## config.mk

```make
export PLATFORM = sky130hd
export DESIGN_NAME = pgwalk_top
export DESIGN_NICKNAME = d
export VERILOG_FILES = /design/src/rtl/pgwalk_pkg.sv /design/src/rtl/pgwalk_addr_gen.sv /design/src/rtl/pgwalk_pte_eval.sv /design/src/rtl/pgwalk_ctrl.sv /design/src/rtl/pgwalk_top.sv
export SDC_FILE = /design/constraint.sdc
export NUM_CORES = 1
export LEC_CHECK = 0
export ABC_CLOCK_PERIOD_IN_PS = 2400
export BUFFER_PORTS_ARGS = -buffer_cell sky130_fd_sc_hd__buf_2
export CAP_MARGIN = 30
export CELL_PAD_IN_SITES_DETAIL_PLACEMENT = 0
export CELL_PAD_IN_SITES_GLOBAL_PLACEMENT = 1
export CORE_MARGIN = 3
export CORE_UTILIZATION = 36
export DETAILED_ROUTE_END_ITERATION = 7
export PLACE_DENSITY_LB_ADDON = 0.25
export SYNTH_ARGS = -nofsm -noshare
export SYNTH_HDL_FRONTEND = slang
export SYNTH_SLANG_ARGS = --single-unit
```

## constraint.sdc

```tcl
create_clock -name clk -period 2.4 [get_ports clk]
set_input_delay 0.6 -clock clk [delete_from_list [all_inputs] [get_ports clk]]
set_output_delay 0.6 -clock clk [all_outputs]
set_load 0.01 [all_outputs]
```

## src/rtl/pgwalk_pkg.sv

```systemverilog
package pgwalk_pkg;
  localparam int XLEN    = 64;
  localparam int VA_W    = 39;
  localparam int PA_W    = 56;
  localparam int PPN_W   = 44;
  localparam int OFF_W   = 12;
  localparam int IDX_W   = 9;
  localparam int LVLS    = 3;
  localparam int ENT_SH  = 3;
  localparam int PPN_LSB = 10;
  localparam int FLG_W   = 5;

  typedef enum logic [1:0] {
    ACC_READ  = 2'd0,
    ACC_WRITE = 2'd1,
    ACC_EXEC  = 2'd2
  } acc_e;

  typedef struct packed {
    logic u;
    logic x;
    logic w;
    logic r;
    logic v;
  } pte_flags_t;

  typedef enum logic [1:0] {
    ST_IDLE  = 2'd0,
    ST_ISSUE = 2'd1,
    ST_WAIT  = 2'd2,
    ST_FIN   = 2'd3
  } walk_st_e;
endpackage

```

## src/rtl/pgwalk_addr_gen.sv

```systemverilog
module pgwalk_addr_gen
  import pgwalk_pkg::*;
#(
  parameter int P_PA_W   = PA_W,
  parameter int P_PPN_W  = PPN_W,
  parameter int P_OFF_W  = OFF_W,
  parameter int P_IDX_W  = IDX_W,
  parameter int P_LVLS   = LVLS,
  parameter int P_ENT_SH = ENT_SH
) (
  input  logic [P_LVLS*P_IDX_W-1:0]               vpn,
  input  logic [((P_LVLS>1)?$clog2(P_LVLS):1)-1:0] lvl,
  input  logic [P_PPN_W-1:0]                      base_ppn,
  output logic [P_PA_W-1:0]                       ent_addr
);
  localparam int LVL_W = (P_LVLS > 1) ? $clog2(P_LVLS) : 1;
  localparam int PAD_W = P_PA_W - P_IDX_W - P_ENT_SH;

  logic [P_IDX_W-1:0] idx_arr [P_LVLS];
  logic [P_IDX_W-1:0] idx_sel;

  // one index field per level, lowest field belongs to the final table
  for (genvar g = 0; g < P_LVLS; g++) begin : g_idx
    assign idx_arr[g] = vpn[g*P_IDX_W +: P_IDX_W];
  end

  always_comb begin
    idx_sel = '0;
    for (int i = 0; i < P_LVLS; i++) begin
      if (lvl == LVL_W'(i)) idx_sel = idx_arr[i];
    end
  end

  // table base is page aligned, the scaled index fits inside the page offset
  assign ent_addr = {base_ppn, {P_OFF_W{1'b0}}}
                  | {{PAD_W{1'b0}}, idx_sel, {P_ENT_SH{1'b0}}};
endmodule

```

## src/rtl/pgwalk_pte_eval.sv

```systemverilog
module pgwalk_pte_eval
  import pgwalk_pkg::*;
#(
  parameter int P_XLEN    = XLEN,
  parameter int P_PPN_W   = PPN_W,
  parameter int P_PPN_LSB = PPN_LSB,
  parameter int P_FLG_W   = FLG_W
) (
  input  logic [P_XLEN-1:0]  pte,
  input  logic [1:0]         acc,
  input  logic               user,
  input  logic               last,
  output logic               ev_fault,
  output logic               ev_leaf,
  output logic [P_PPN_W-1:0] ev_ppn,
  output logic [P_FLG_W-1:0] ev_flags
);
  pte_flags_t fl;
  logic       malformed;
  logic       perm_ok;
  logic       user_ok;
  logic       unused_bits;

  assign fl          = pte_flags_t'(pte[P_FLG_W-1:0]);
  assign ev_ppn      = pte[P_PPN_LSB +: P_PPN_W];
  assign ev_flags    = pte[P_FLG_W-1:0];
  assign unused_bits = ^{pte[P_XLEN-1:P_PPN_LSB+P_PPN_W], pte[P_PPN_LSB-1:P_FLG_W]};

  assign malformed = !fl.v || (fl.w && !fl.r);
  assign ev_leaf   = fl.r || fl.x;
  assign user_ok   = !user || fl.u;

  always_comb begin
    unique case (acc)
      ACC_READ:  perm_ok = fl.r;
      ACC_WRITE: perm_ok = fl.w;
      ACC_EXEC:  perm_ok = fl.x;
      default:   perm_ok = 1'b0;
    endcase
  end

  // leaves only at the final level, pointers only above it
  always_comb begin
    if (malformed)      ev_fault = 1'b1;
    else if (ev_leaf)   ev_fault = !last || !perm_ok || !user_ok;
    else                ev_fault = last;
  end
endmodule

```

## src/rtl/pgwalk_ctrl.sv

```systemverilog
module pgwalk_ctrl
  import pgwalk_pkg::*;
#(
  parameter int P_XLEN  = XLEN,
  parameter int P_VA_W  = VA_W,
  parameter int P_PA_W  = PA_W,
  parameter int P_PPN_W = PPN_W,
  parameter int P_OFF_W = OFF_W,
  parameter int P_IDX_W = IDX_W,
  parameter int P_LVLS  = LVLS,
  parameter int P_FLG_W = FLG_W
) (
  input  logic                                    clk,
  input  logic                                    rst_n,
  input  logic [P_PPN_W-1:0]                      root_ppn,
  input  logic                                    req_valid,
  input  logic [P_XLEN-1:0]                       req_vaddr,
  input  logic [1:0]                              req_acc,
  input  logic                                    req_user,
  input  logic                                    mem_req_ready,
  input  logic                                    mem_rsp_valid,
  input  logic                                    ev_fault,
  input  logic                                    ev_leaf,
  input  logic [P_PPN_W-1:0]                      ev_ppn,
  input  logic [P_FLG_W-1:0]                      ev_flags,
  output logic [((P_LVLS>1)?$clog2(P_LVLS):1)-1:0] lvl,
  output logic [P_PPN_W-1:0]                      base_ppn,
  output logic [P_LVLS*P_IDX_W-1:0]               vpn,
  output logic [1:0]                              acc,
  output logic                                    user,
  output logic                                    last,
  output logic                                    req_ready,
  output logic                                    mem_req_valid,
  output logic                                    done,
  output logic                                    fault,
  output logic [P_PA_W-1:0]                       paddr,
  output logic [P_FLG_W-1:0]                      leaf_flags
);
  localparam int LVL_W = (P_LVLS > 1) ? $clog2(P_LVLS) : 1;
  localparam int VPN_W = P_LVLS * P_IDX_W;

  walk_st_e            st_q, st_d;
  logic [LVL_W-1:0]    lvl_q, lvl_d;
  logic [P_PPN_W-1:0]  base_q, base_d;
  logic [VPN_W-1:0]    vpn_q;
  logic [P_OFF_W-1:0]  off_q;
  logic [1:0]          acc_q;
  logic                user_q;
  logic                flt_q, flt_d;
  logic [P_PA_W-1:0]   pa_q, pa_d;
  logic [P_FLG_W-1:0]  flg_q, flg_d;
  logic                cap_en, walk_en, res_en;
  logic                canon;

  // sign-extension bits above the usable range must copy the top usable bit
  assign canon = (&req_vaddr[P_XLEN-1:P_VA_W-1]) || !(|req_vaddr[P_XLEN-1:P_VA_W-1]);

  always_comb begin
    st_d    = st_q;
    lvl_d   = lvl_q;
    base_d  = base_q;
    cap_en  = 1'b0;
    walk_en = 1'b0;
    res_en  = 1'b0;
    flt_d   = 1'b0;
    pa_d    = '0;
    flg_d   = '0;
    unique case (st_q)
      ST_IDLE: begin
        if (req_valid) begin
          cap_en  = 1'b1;
          walk_en = 1'b1;
          lvl_d   = LVL_W'(P_LVLS - 1);
          base_d  = root_ppn;
          if (canon) begin
            st_d = ST_ISSUE;
          end else begin
            st_d   = ST_FIN;
            res_en = 1'b1;
            flt_d  = 1'b1;
          end
        end
      end
      ST_ISSUE: begin
        if (mem_req_ready) st_d = ST_WAIT;
      end
      ST_WAIT: begin
        if (mem_rsp_valid) begin
          if (ev_fault) begin
            st_d   = ST_FIN;
            res_en = 1'b1;
            flt_d  = 1'b1;
          end else if (ev_leaf) begin
            st_d   = ST_FIN;
            res_en = 1'b1;
            pa_d   = P_PA_W'({ev_ppn, off_q});
            flg_d  = ev_flags;
          end else begin
            st_d    = ST_ISSUE;
            walk_en = 1'b1;
            lvl_d   = lvl_q - 1'b1;
            base_d  = ev_ppn;
          end
        end
      end
      ST_FIN: st_d = ST_IDLE;
      default: st_d = ST_IDLE;
    endcase
  end

  always_ff @(posedge clk or negedge rst_n) begin
    if (!rst_n) begin
      st_q   <= ST_IDLE;
      lvl_q  <= '0;
      base_q <= '0;
      vpn_q  <= '0;
      off_q  <= '0;
      acc_q  <= '0;
      user_q <= 1'b0;
      flt_q  <= 1'b0;
      pa_q   <= '0;
      flg_q  <= '0;
    end else begin
      st_q <= st_d;
      if (walk_en) begin
        lvl_q  <= lvl_d;
        base_q <= base_d;
      end
      if (cap_en) begin
        vpn_q  <= req_vaddr[P_VA_W-1:P_OFF_W];
        off_q  <= req_vaddr[P_OFF_W-1:0];
        acc_q  <= req_acc;
        user_q <= req_user;
      end
      if (res_en) begin
        flt_q <= flt_d;
        pa_q  <= pa_d;
        flg_q <= flg_d;
      end
    end
  end

  assign lvl           = lvl_q;
  assign base_ppn      = base_q;
  assign vpn           = vpn_q;
  assign acc           = acc_q;
  assign user          = user_q;
  assign last          = (lvl_q == '0);
  assign req_ready     = (st_q == ST_IDLE);
  assign mem_req_valid = (st_q == ST_ISSUE);
  assign done          = (st_q == ST_FIN);
  assign fault         = flt_q;
  assign paddr         = pa_q;
  assign leaf_flags    = flg_q;
endmodule

```

## src/rtl/pgwalk_top.sv

```systemverilog
module pgwalk_top
  import pgwalk_pkg::*;
#(
  parameter int P_XLEN = XLEN,
  parameter int P_VA_W = VA_W,
  parameter int P_PA_W = PA_W,
  parameter int P_PPN_W = PPN_W,
  parameter int P_OFF_W = OFF_W,
  parameter int P_IDX_W = IDX_W,
  parameter int P_LVLS = LVLS
) (
  input  logic               clk,
  input  logic               rst_n,
  input  logic [P_PPN_W-1:0] root_ppn,
  input  logic               req_valid,
  output logic               req_ready,
  input  logic [P_XLEN-1:0]  req_vaddr,
  input  logic [1:0]         req_acc,
  input  logic               req_user,
  output logic               done,
  output logic               fault,
  output logic [P_PA_W-1:0]  paddr,
  output logic [FLG_W-1:0]   leaf_flags,
  output logic               mem_req_valid,
  input  logic               mem_req_ready,
  output logic [P_PA_W-1:0]  mem_req_addr,
  input  logic               mem_rsp_valid,
  input  logic [P_XLEN-1:0]  mem_rsp_data
);
  localparam int LVL_W = (P_LVLS > 1) ? $clog2(P_LVLS) : 1;
  localparam int VPN_W = P_LVLS * P_IDX_W;

  logic [LVL_W-1:0]   lvl;
  logic [P_PPN_W-1:0] base_ppn;
  logic [VPN_W-1:0]   vpn;
  logic [1:0]         acc;
  logic               user;
  logic               last;
  logic               ev_fault;
  logic               ev_leaf;
  logic [P_PPN_W-1:0] ev_ppn;
  logic [FLG_W-1:0]   ev_flags;

  pgwalk_ctrl #(
    .P_XLEN(P_XLEN), .P_VA_W(P_VA_W), .P_PA_W(P_PA_W), .P_PPN_W(P_PPN_W),
    .P_OFF_W(P_OFF_W), .P_IDX_W(P_IDX_W), .P_LVLS(P_LVLS), .P_FLG_W(FLG_W)
  ) u_ctrl (
    .clk(clk), .rst_n(rst_n), .root_ppn(root_ppn),
    .req_valid(req_valid), .req_vaddr(req_vaddr), .req_acc(req_acc), .req_user(req_user),
    .mem_req_ready(mem_req_ready), .mem_rsp_valid(mem_rsp_valid),
    .ev_fault(ev_fault), .ev_leaf(ev_leaf), .ev_ppn(ev_ppn), .ev_flags(ev_flags),
    .lvl(lvl), .base_ppn(base_ppn), .vpn(vpn), .acc(acc), .user(user), .last(last),
    .req_ready(req_ready), .mem_req_valid(mem_req_valid), .done(done),
    .fault(fault), .paddr(paddr), .leaf_flags(leaf_flags)
  );

  pgwalk_addr_gen #(
    .P_PA_W(P_PA_W), .P_PPN_W(P_PPN_W), .P_OFF_W(P_OFF_W),
    .P_IDX_W(P_IDX_W), .P_LVLS(P_LVLS), .P_ENT_SH(ENT_SH)
  ) u_addr (
    .vpn(vpn), .lvl(lvl), .base_ppn(base_ppn), .ent_addr(mem_req_addr)
  );

  pgwalk_pte_eval #(
    .P_XLEN(P_XLEN), .P_PPN_W(P_PPN_W), .P_PPN_LSB(PPN_LSB), .P_FLG_W(FLG_W)
  ) u_eval (
    .pte(mem_rsp_data), .acc(acc), .user(user), .last(last),
    .ev_fault(ev_fault), .ev_leaf(ev_leaf), .ev_ppn(ev_ppn), .ev_flags(ev_flags)
  );
endmodule

```

## Word-level counts from Yosys, hierarchy flattened

Cells that the tools add are included.

| word-level totals | value |
|---|---|
| register bits after elaboration | 152 |
| bits in latches | 0 |
| memory bits (writable) | 0 |
| ROM bits | 0 |
| output and inout bits | 121 |
| memories | 0 |

| operators by class | value |
|---|---|
| add/sub/neg operators | 1 |
| $mul | 0 |
| divide/modulo/power cells | 0 |
| $lt $le $gt $ge | 0 |
| eq/ne operators | 12 |
| shift operators | 0 |
| multiplexer cells | 46 |
| bitwise operators | 1 |
| reductions and logical operators | 22 |

Operators by type and width:

| operator | number |
|---|---|
| 56-bit 2-to-1 mux | 4 |
| 44-bit 2-to-1 mux | 4 |
| 44-bit one-hot mux with 2 select lines | 1 |
| 56-bit by 12-bit OR with 56-bit output | 1 |
| 9-bit 2-to-1 mux | 3 |
| 26-bit AND reduction | 1 |
| 26-bit OR reduction | 1 |
| 2-bit 2-to-1 mux | 10 |
| 5-bit 2-to-1 mux | 4 |
| 1-bit 2-to-1 mux | 14 |
| 2-bit == test (second input constant) | 4 |
| 2-bit inequality test (second input constant) | 4 |
| 2-bit one-hot mux with 4 select lines | 1 |
| 1-bit zero test | 7 |
| 2-bit by 1-bit == test with 1-bit output (second input constant) | 3 |
| 2-bit zero test | 3 |
| 1-bit logical OR | 6 |
| 1-bit one-hot mux with 2 select lines | 3 |
| 6-bit AND reduction | 1 |
| 2-bit one-hot mux with 2 select lines | 1 |
| 1-bit one-hot mux with 3 select lines | 1 |
| 3-bit AND reduction | 1 |
| 2-bit by 1-bit inequality test with 1-bit output (second input constant) | 1 |
| 2-bit nonzero test | 1 |
| other kinds (2) | 2 |

## Longest topological paths before layout

| depth | value |
|---|---|
| depth in word-level cells | 11 |
| depth in mapped cells | 9 |

## By module

A second synthesis with hierarchy kept.

| second synthesis, totals | value |
|---|---|
| cells, all modules | 741 |
| area total of the unflattened synthesis | 7870.0 µm² |

Modules (own cells, without submodules):

| module | times used | cells an instance | area an instance (µm²) | sequential area each (µm²) |
|---|---|---|---|---|
| pgwalk_ctrl | 1 | 613 | 6860.3 | 3803.6 |
| pgwalk_addr_gen | 1 | 70 | 576.8 | 0.0 |
| pgwalk_pte_eval | 1 | 58 | 432.9 | 0.0 |

## Worst setup path before layout

No wires, ideal clock.

| timing path | value |
|---|---|
| path type | flip-flop to output port |
| start | reg u_ctrl.lvl_q[1], in the netlist u_ctrl.lvl[1] |
| end | out mem_req_addr[10] |
| arrival time | 1.484 ns |
| required time | 1.800 ns |
| path slack | 0.316 ns |
| stages on the path, launching flop included | 7 |
| buffers on the path | 2 |
| cell sequence | dfrtp_1 -> inv_1 -> ha_1 -> clkbuf_1 -> clkbuf_1 -> a21oi_1 -> o21ai_0 |

| between the ends | value |
|---|---|
| word-level cells in the longest chain between the ends | 5 |
| elaborated cells between the ends (all ways) | 7 |
| those cells by class | eq/ne (2); mux (3); bitwise (1); reduce/logical (1) |

RTL lines:

| what | line | text |
|---|---|---|
| start: declaration | pgwalk_ctrl.sv:43 | `logic [LVL_W-1:0] lvl_q, lvl_d;` |
| start signal: assignment | pgwalk_ctrl.sv:126 | `lvl_q <= lvl_d;` |
| 2-bit zero test | pgwalk_addr_gen.sv:30 | `if (lvl == LVL_W'(i)) idx_sel = idx_arr[i];` |
| 9-bit 2-to-1 mux (2 in a row) | pgwalk_addr_gen.sv:30 |  |
| 9-bit 2-to-1 mux * | pgwalk_addr_gen.sv:30 |  |
| 56-bit by 12-bit OR with 56-bit output * | pgwalk_addr_gen.sv:36 | `\| {{PAD_W{1'b0}}, idx_sel, {P_ENT_SH{1'b0}}};` |
| end: declaration | pgwalk_top.sv:26 | `output logic [P_PA_W-1:0] mem_req_addr,` |

Mark *: on every way between the ends. The rest lies on a longest branch, timed or not.

## Final worst setup path

| timing path | value |
|---|---|
| start | reg u_ctrl.lvl_q[0], in the netlist u_ctrl.lvl[0] |
| end | out mem_req_addr[10] |

Same word-level chain as after synthesis.

==> impl_results.md <==
* Global-route usage over all layers at 18.6%
* Share of the clock period used by the worst path after layout at 96.0%
* Floorplan row count at 49
* PortBufs at 282
* I/O pin cnt at 301
* Sequential cell area at 3800 µm²
* Number of filler instances in the final layout at 1704
* Instance count of the mapped netlist at 578
* Post-synth cell types at 42
* Area Overhead vs Synth at 35.1%
* Routed vias at 5542
* Pins over their slew limit at 0
* Startpoint class of the critical path: register
* HP Class: input port to async pin
* Multi-input combinational cell area at 2810 µm²
* Worst ir drop on vdd at 0.515 mV
* Number of antenna violations at the first check in global routing at 2
* Netlist Area Pre-Place at 6830 µm²
* Outcome: completed
* Global-route wire length before repair at 30300 µm
* Via count of the first global-routing pass at 5833
* Wirelength, routed at 19600 µm
* Clk sinks at 152
* Power Density at 1140 nW/µm²
* Number of flip-flops and latches in the synthesized netlist at 152
* Layout cells sized above 1 at 55.4%
* Initial cell density of the core at 37.4%
* Area after detailed placement at 8550 µm²
* Via-to-Cell Ratio at 5.04
* Placeable Area at 18300 µm²
* Number of buffers created by CTS at 17
* Clock tree from TritonCTS: built
* Chip Width at 144 µm
* Maximum number of pins on one net before global-route repair at 62
* EDFF count, synth at 0
* Part of the Yosys area used for sequential elements at 55.7%
* Final Core Density at 50.5%
* Routed len/inst at 17.8 µm
* CTS Root Buffer Type: clkbuf_16
* Clock network latency to the later pin of the worst-skew pair at 0.42 ns
* Post-Route Skew at 0.00847 ns
* Number of design-rule violations left by the first detailed-router iteration at 156
* H-Tree Depth at 4
* Final-report hold violation count at 0
* Aggregate global routing overflow at 0
* Maxcap violations at 0
* Clock slew at reported path FFs at 0.06 ns
* Max Freq at 434 MHz
* DIE HEIGHT at 144 µm
* Final Critical Period at 2.30 ns
* Count of antenna-violating nets left after detailed routing at 0
* Critical path required time at 1.80 ns
* Proportion of synthesized flip-flops having asynchronous set or reset at 100%
* Post-Synthesis Mean Instance Area at 11.8 µm²
* Number of remaining DRC errors at 0
* WS Path Type: register to output pin
* Nets@finish at 1040
* Synth Warn # at 0
* Half-perimeter wire length after detailed placement at 14200 µm
* Crit end category: output pin
* Final weighted congestion of routability-driven global placement at 0.804
* Die area at 20700 µm²
* Area of all placed cells without fillers at 9220 µm²
* Maximum fanout along the worst path at 5
* Pre-antenna DRT Iters at 4
* Final setup fails at 0
* Most used flip-flop cell after synthesis: dfrtp_1
* Number of buffers inserted by hold repair at cts at 0
* Diode insertion count for antenna repair at 0
* Clk buf depth at 2
* Setup repair after global routing missed its margin: yes
* Leakage power at 5.09 nW
* Critical path arrival at 1.70 ns
-- synth_stat cells (7+ instances only) --
| cell type | count | area [µm²] |
|---|---|---|
| buf_2 | 21 | 105 |
| clkbuf_1 | 12 | 45.0 |
| nand2_1 | 148 | 556 |
| a32o_2 | 57 | 642 |
| o21ai_0 | 10 | 50.1 |
| a21oi_1 | 9 | 45.0 |
| mux2_1 | 12 | 135 |
| nor2_1 | 13 | 48.8 |
| nand4_1 | 7 | 43.8 |
| mux2_2 | 77 | 867 |
| dfrtp_1 | 152 | 3800 |
-- cell families after synthesis --
| group | after synthesis | synth area share [%] |
|---|---|---|
| buffers and inverters | 50 | 3.96 |
| flip-flops | 152 | 55.7 |
| adder cells (fa/ha/maj) | 3 | 0.550 |
| AO/OA/AOI/OAI | 88 | 12.6 |
| other | 1 | 0.0549 |
| AND/OR/NAND/NOR | 193 | 12.2 |
| multiplexers | 91 | 15.0 |
-- report_power, final --
group	internal (W)	leakage [nW]	total (W)	switching [W]
clock network	0.00175	0.299	0.00284	0.00109
logic	0.00185	2.84	0.00387	0.00202
registers	0.00336	1.95	0.00379	0.000434
total	0.00696	5.09	0.0105	0.00354
-- registers in the layout, summed over array words and instances, names as in the netlist --
name,cells
u_ctrl.leaf_flags,5
u_ctrl.paddr,56
u_ctrl.lvl,2
u_ctrl.user,1
u_ctrl.vpn,27
u_ctrl.acc,2
u_ctrl.st_q,2
u_ctrl.fault,1
u_ctrl.off_q,12
u_ctrl.base_ppn,44
-- final timing paths --
check	startpoint	to	slack, ns	cells after the start
max	u_ctrl.lvl[0]	mem_req_addr[10]	0.1	8
min	rst_n	u_ctrl.off_q[5]	0.10	1
max reg2reg	u_ctrl.lvl[0]	u_ctrl.paddr[8]	0.25	8
min reg2reg	u_ctrl.vpn[20]	u_ctrl.vpn[20]	0.48	2
max in group asynchronous	rst_n	u_ctrl.base_ppn[14]	1.67	2
min in group clk	req_vaddr[2]	u_ctrl.off_q[2]	0.37	3
-- worst max-delay path: stages (launching register included) --
cell	delay, ns
dfrtp_1	0.43
inv_2	0.10
ha_4	0.16
buf_4	0.13
nand2_1	0.05
nor2_1	0.10
a21oi_1	0.05
o21ai_1	0.12
buf_2	0.14
-- layout make-up --
type                            instances  share of cell area [%]
Sequential cell                       152                    41.2
Tap cell                              229                    3.11
Inverter                                4                   0.163
Timing Repair Buffer                  304                    18.2
Multi-Input combinational cell        378                    30.4
Clock buffer                           19                    4.69
Clock inverter                         13                    2.09
-- per-layer routing --
| layer | vias to the layer above | global-route usage, % | wire length, µm |
|---|---|---|---|
| met2 | 206 | 31.3 | 9580 |
| met5 | - | 0 | 21 |
| li1 | 2617 | - | - |
| met4 | 4 | 5.25 | 298 |
| met1 | 2688 | 23.1 | 8270 |
| met3 | 27 | 6.09 | 1410 |
-- through the flow --
stage          hold WS [ns]  std cells  setup TNS [ns]  setup slack, ns  total power, W
2_1_floorplan         0.304        580               0            0.316         0.00619
3_3_place_gp          0.458       1065               0            0.237         0.00758
3_5_place_dp          0.463       1065               0            0.222         0.00770
4_1_cts              0.0977       1099               0          0.00952          0.0107
5_1_grt               0.124       1099          -0.298          -0.0561          0.0112
6_report              0.102       1099               0           0.0962          0.0105
-- cell usage in the layout, fill, tap and decap left out, types with 3 or more instances in the layout --
cell       synthesis  routed
inv_6              0       3
bufinv_16          0       4
nand2_1          148     148
conb_1             1       3
mux2_1            12      12
nor2b_1            4       4
nor2_1            13      12
a32o_2            57      57
buf_12             0       8
buf_4              3      14
o21ai_1            0       8
nor4_1             6       6
dfrtp_1          152     152
clkbuf_16          0      17
clkinv_4           0       3
a21oi_1            9       9
nand4_1            7       7
mux2_2            77      77
buf_2             21     281
-- timing repair --
action / 4_1_cts / 5_1_grt
gates cloned: 0 / 0
pin swaps: 1 / 0
setup buffers: 2 / 0
gates resized for setup: 7 / 9
setup endpoints to repair: 9 / 8
(Power assumes the default switching activity.)
